==> src/rtl/vsel_pkg.sv <==
package vsel_pkg;
  localparam int VS_WAYS = 16;

  // control-to-datapath strobes
  typedef struct packed {
    logic accept;   // request taken this cycle
  } vselStrobe_t;
endpackage

==> src/rtl/vsel_ctrl.sv <==
module vsel_ctrl
  import vsel_pkg::*;
(
  input  logic        clk,
  input  logic        rstN,
  input  logic        reqValid,
  output logic        reqReady,
  output logic        respValid,
  output vselStrobe_t strobe
);
  logic readyReg;

  always_ff @(posedge clk) begin
    if (!rstN) begin
      readyReg  <= 1'b0;
      respValid <= 1'b0;
    end else begin
      readyReg  <= 1'b1;
      respValid <= reqValid && readyReg;
    end
  end

  assign reqReady      = readyReg;
  assign strobe.accept = reqValid && readyReg;


  resp_follows_accept_chk: assert property (@(posedge clk) disable iff (!rstN)
    (reqValid && reqReady) |=> respValid);

  resp_single_cycle_chk: assert property (@(posedge clk) disable iff (!rstN)
    !(reqValid && reqReady) |=> !respValid);
endmodule

==> src/rtl/vsel_dp.sv <==
module vsel_dp
  import vsel_pkg::*;
#(
  parameter  int WAYS = VS_WAYS,
  localparam int PW   = $clog2(WAYS)
) (
  input  logic            clk,
  input  logic            rstN,
  input  vselStrobe_t     strobe,
  input  logic            fillKind,
  input  logic            cacheOff,
  input  logic            evictClean,
  input  logic            keepLockedClean,
  input  logic [WAYS-1:0] lockMask,
  input  logic [WAYS-1:0] wayValid,
  input  logic [WAYS-1:0] wayDirty,
  input  logic [WAYS-1:0] hitVec,
  output logic [WAYS-1:0] victimOneHot,
  output logic            allocEn,
  output logic            wbReq,
  output logic            evictReq,
  output logic            forcedMiss,
  output logic            respHit
);
  logic [PW-1:0]   rrPtr;
  logic [WAYS-1:0] candMask, freeMask, victOh;
  logic            freeFound, rrFound;
  logic [PW-1:0]   freeIdx, rrIdx, probeIdx, victIdx, nextPtr;
  logic            anyHit, doAlloc, displaced, dirtyOut, evictNow;

  // eligible ways and first free way
  always_comb begin
    candMask  = fillKind ? lockMask : ~lockMask;
    freeMask  = candMask & ~wayValid;
    freeFound = 1'b0;
    freeIdx   = '0;
    for (int i = 0; i < WAYS; i++) begin
      if (!freeFound && freeMask[i]) begin
        freeFound = 1'b1;
        freeIdx   = PW'(i);
      end
    end
  end

  // round-robin search starting at the pointer
  always_comb begin
    rrFound  = 1'b0;
    rrIdx    = '0;
    probeIdx = '0;
    for (int i = 0; i < WAYS; i++) begin
      probeIdx = PW'((int'(rrPtr) + i) % WAYS);
      if (!rrFound && candMask[probeIdx]) begin
        rrFound = 1'b1;
        rrIdx   = probeIdx;
      end
    end
  end

  // victim and displaced-line policy
  always_comb begin
    anyHit    = |hitVec;
    doAlloc   = !cacheOff && !anyHit && (|candMask);
    victIdx   = freeFound ? freeIdx : rrIdx;
    victOh    = doAlloc ? (WAYS'(1) << victIdx) : '0;
    displaced = doAlloc && !freeFound;
    dirtyOut  = displaced && wayDirty[victIdx];
    evictNow  = displaced && !wayDirty[victIdx] && evictClean &&
                !(keepLockedClean && lockMask[victIdx]);
    nextPtr   = PW'((int'(victIdx) + 1) % WAYS);
  end

  always_ff @(posedge clk) begin
    if (!rstN) begin
      rrPtr        <= '0;
      victimOneHot <= '0;
      allocEn      <= 1'b0;
      wbReq        <= 1'b0;
      evictReq     <= 1'b0;
      forcedMiss   <= 1'b0;
      respHit      <= 1'b0;
    end else if (strobe.accept) begin
      if (doAlloc) rrPtr <= nextPtr;
      victimOneHot <= victOh;
      allocEn      <= doAlloc;
      wbReq        <= dirtyOut;
      evictReq     <= evictNow;
      forcedMiss   <= cacheOff;
      respHit      <= !cacheOff && anyHit;
    end else begin
      victimOneHot <= '0;
      allocEn      <= 1'b0;
      wbReq        <= 1'b0;
      evictReq     <= 1'b0;
      forcedMiss   <= 1'b0;
      respHit      <= 1'b0;
    end
  end


  no_locked_victim_chk: assert property (@(posedge clk) disable iff (!rstN)
    (strobe.accept && !fillKind) |=> ((victimOneHot & $past(lockMask)) == '0));

  victim_onehot_chk: assert property (@(posedge clk) disable iff (!rstN)
    allocEn |-> $onehot(victimOneHot));

  no_victim_idle_chk: assert property (@(posedge clk) disable iff (!rstN)
    !allocEn |-> (victimOneHot == '0));

  off_forces_miss_chk: assert property (@(posedge clk) disable iff (!rstN)
    (strobe.accept && cacheOff) |=> (forcedMiss && !respHit && !allocEn && !wbReq && !evictReq));

  wb_excludes_evict_chk: assert property (@(posedge clk) disable iff (!rstN)
    wbReq |-> !evictReq);

  ptr_holds_chk: assert property (@(posedge clk) disable iff (!rstN)
    !(strobe.accept && doAlloc) |=> $stable(rrPtr));
endmodule

==> src/rtl/victim_way_picker.sv <==
module victim_way_picker
  import vsel_pkg::*;
#(
  parameter int WAYS = VS_WAYS
) (
  input  logic            clk,
  input  logic            rstN,
  input  logic            reqValid,
  output logic            reqReady,
  input  logic            fillKind,
  input  logic            cacheOff,
  input  logic            evictClean,
  input  logic            keepLockedClean,
  input  logic [WAYS-1:0] lockMask,
  input  logic [WAYS-1:0] wayValid,
  input  logic [WAYS-1:0] wayDirty,
  input  logic [WAYS-1:0] hitVec,
  output logic            respValid,
  output logic            allocEn,
  output logic [WAYS-1:0] victimOneHot,
  output logic            wbReq,
  output logic            evictReq,
  output logic            forcedMiss,
  output logic            respHit
);
  vselStrobe_t strobe;

  vsel_ctrl uCtrl (
    .clk(clk), .rstN(rstN), .reqValid(reqValid), .reqReady(reqReady),
    .respValid(respValid), .strobe(strobe)
  );

  vsel_dp #(.WAYS(WAYS)) uDp (
    .clk(clk), .rstN(rstN), .strobe(strobe), .fillKind(fillKind),
    .cacheOff(cacheOff), .evictClean(evictClean), .keepLockedClean(keepLockedClean),
    .lockMask(lockMask), .wayValid(wayValid), .wayDirty(wayDirty), .hitVec(hitVec),
    .victimOneHot(victimOneHot), .allocEn(allocEn), .wbReq(wbReq),
    .evictReq(evictReq), .forcedMiss(forcedMiss), .respHit(respHit)
  );
endmodule

==> config.mk <==
export PLATFORM = sky130hd
export DESIGN_NAME = victim_way_picker
export DESIGN_NICKNAME = d
export VERILOG_FILES = /design/src/rtl/vsel_pkg.sv /design/src/rtl/vsel_ctrl.sv /design/src/rtl/vsel_dp.sv /design/src/rtl/victim_way_picker.sv
export SDC_FILE = /design/constraint.sdc
export NUM_CORES = 1
export LEC_CHECK = 0
export BUFFER_PORTS_ARGS = -buffer_cell sky130_fd_sc_hd__buf_2
export CAP_MARGIN = 20
export CORE_MARGIN = 2
export CORE_UTILIZATION = 58
export CTS_BUF_LIST = sky130_fd_sc_hd__clkbuf_4 sky130_fd_sc_hd__clkbuf_8
export DETAILED_ROUTE_END_ITERATION = 7
export GPL_TIMING_DRIVEN = 0
export PLACE_DENSITY_LB_ADDON = 0.15
export SKIP_CTS_REPAIR_TIMING = 1
export SLEW_MARGIN = 20
export SYNTH_ARGS = -nofsm -noshare
export SYNTH_HDL_FRONTEND = slang
export SYNTH_SLANG_ARGS = --single-unit
==> constraint.sdc <==
create_clock -name clk -period 6 [get_ports clk]
set_clock_uncertainty 0.05 [all_clocks]
set_input_delay 1.2 -clock clk [delete_from_list [all_inputs] [get_ports clk]]
set_output_delay 1.2 -clock clk [all_outputs]
set_load 0.03 [all_outputs]
==> run metrics <==
Remaining DRCs=0; Clock Sinks=27; hold slack=0.499 ns; most used cell, CP=buf_4; Max Cap Violations=0; die height=roughly 94 um; Setup WS pre-CTS=-0.0104 ns; initial antenna violation count=0; count leader, synth=mux2i_1; global-route wire length before repair=around 24000 um; sequential-to-total area share from yosys stat=0.114; vias in the first global route=4854; utilization after layout=0.687; compound-gate portion of the synthesized area=0.241; Post-synth ARST share=0; row cnt=32; Synth top area share=0.114; DIE AREA=8900 um^2; diode count=0; cts bufs inserted=3; Reg clk slew, reported paths=around 0.08 ns; slew margin rel.=0.474; Post-synth EDFFs=0; Finish-stage setup viols=0; grt ovf=0; crit-path max FO=10; Final Worst Setup Slack=0.219 ns; H-tree depth=1; Avg WL per Cell=about 20 um; share of cells above drive strength 1=0.272; Post-Syn Nets=660; design area=5360 um^2; adder-cell share of the synthesized area=0.0344; Worst-Margin Slew=slightly below 0.8 ns; Critical-path top delay cell=or4_1; status=finished clean; core area=between 7000 and 8000 um^2; CP cell instances=buf_4 > buf_2 > inv_1 > ha_1 > clkbuf_2 > and3_1 > mux2i_1 > o2111a_1 > mux2i_4 > or4_1 > nor3_2 > buf_4 > nand4_1 > nor2_2 > a2111oi_4 > o21ai_4 > inv_2 > a211oi_1 > o311ai_1 > a221oi_2; Final Hold Fails=0; synth warn=0; mux contribution to synthesized area=0.224; largest area contributor in the netlist=dfxtp_1; Synth Register Bits=27; Total GRT Usage=0.334; DP HPWL=11700 um; Crit. End Element=flip-flop; clk_lat worst skew=0.26 ns; # port buffers=84; Routed Antenna Nets=0; ys flop type=dfxtp_1; Area Overhead vs Synth=13.3%; CP Data Arrival Time=5.91 ns; most frequent cells after synthesis=mux2i_1, nand2_1, nor2_1; drt total wl=about 15000 um; clock buffer depth=2; CP delay by family, top=simple AND/OR/NAND/NOR gates; Cell Pwr Density=around 110 nW/um^2; Area contributors post-synth=dfxtp_1, mux2i_1, mux4_2; final slew viol count=0; crit path time final=roughly 5.8 ns; gpl congestion=between 0.9 and 1; WS Path Type=flip-flop to flip-flop; largest net degree at the start of global routing=15; largest family of logic cells by synthesized area=simple AND/OR/NAND/NOR gates; routed vias/inst=around 6.7; Initial Utilization=0.606; CTS tree=built; worst path required time=roughly 6.1 ns; drt first pass iters=5; worst hold path type=flip-flop to flip-flop; syn avg cell area=8.22 um^2; cell leakage power=about 0.0022 uW; synthesized instance count=approximately 580; Bufs and invs on worst path=6; Final Cycle Share=0.963; distinct cell type count after synthesis=90; slowest stage delay, CP=around 0.55 ns; Post-Syn Area=between 4000 and 5000 um^2; Root Driver=clkbuf_8; I/O pin total=94; XOR/XNOR Fraction of Synth Area=0.0536; setup tns final=0 ns; Post-layout nets=750; area of placed instances=5290 um^2; post-synthesis simple-gate area fraction=0.274; Die X=~94 um; routed vias=approximately 5100; initial DRC count=370; maximum vdd drop=between 0.00008 and 0.00009 V; Critical Path Source Type=flip-flop; unrepaired setup endpoints after global routing=no; Fmax=between 150 and 200 MHz
==> area by class of cell <==
| type | instances | area (um^2) |
|---|---|---|
| Tap cell | 102 | 128 |
| Timing Repair Buffer | 85 | 428 |
| Fill cell | 680 | 2440 |
| Clock buffer | 4 | 48.8 |
| Inverter | 20 | 75.1 |
| Buffer | 35 | 205 |
| Sequential cell | 27 | 542 |
| Multi-Input combinational cell | 494 | 3940 |
==> cells by family after synthesis <==
group,after synthesis
flip-flops,27
XOR/XNOR,26
adder cells (fa/ha/maj),13
AND/OR/NAND/NOR,231
AO/OA/AOI/OAI,143
multiplexers,81
buffers and inverters,55
==> power by group <==
part	switching [uW]	internal (uW)
sequential	0.339	180
clock	51.2	52.0
combinational	188	123
total	239	355
==> metrics by stage <==
step / cells / total power, uW
after floorplan: 576 / 400
after global placement: 762 / 478
after detailed placement: 762 / 485
after CTS: 766 / 585
after global routing: 767 / 626
final: 767 / 595
==> metal layers <==
layer,vias up,track usage,wire [um]
met5,-,0,0
met3,50,0.0447,1410
met2,297,0.580,7060
li1,2386,-,-
met1,2393,0.422,5940
met4,0,0.127,561
==> sequential cells by signal, summed over array words and instances, names as in the netlist <==
register / count
uDp.victimOneHot: 16
uDp.rrPtr: 4
uCtrl.reqReady: 1
uCtrl.respValid: 1
uDp.allocEn: 1
uDp.evictReq: 1
uDp.forcedMiss: 1
uDp.respHit: 1
uDp.wbReq: 1
==> path summary, 6_finish.rpt <==
path,start,slack [ns],cells after the start,end
min reg2reg,uCtrl.reqReady,0.50,1,uCtrl.respValid
min,uCtrl.reqReady,0.50,1,uCtrl.respValid
max reg2reg,uDp.rrPtr[2],0.22,20,uDp.evictReq
max,uDp.rrPtr[2],0.22,20,uDp.evictReq
==> placed cells by master, fill, tap and decap left out, types with 8 or more instances in the layout <==
cell type	count
and3_1	22
and2_1	8
nor4_1	9
o21ai_0	22
buf_2	101
mux2i_1	49
nor2_1	33
dfxtp_1	26
mux2i_4	8
a21oi_1	18
xnor2_1	17
nand2_1	48
nand3_1	19
inv_1	19
mux2_2	9
mux4_2	9
a31oi_1	9
nor3_1	13
nand2b_1	18
nor2b_1	8
ha_1	13
o221ai_1	11
Note: power is estimated with default switching activity, not from simulation.
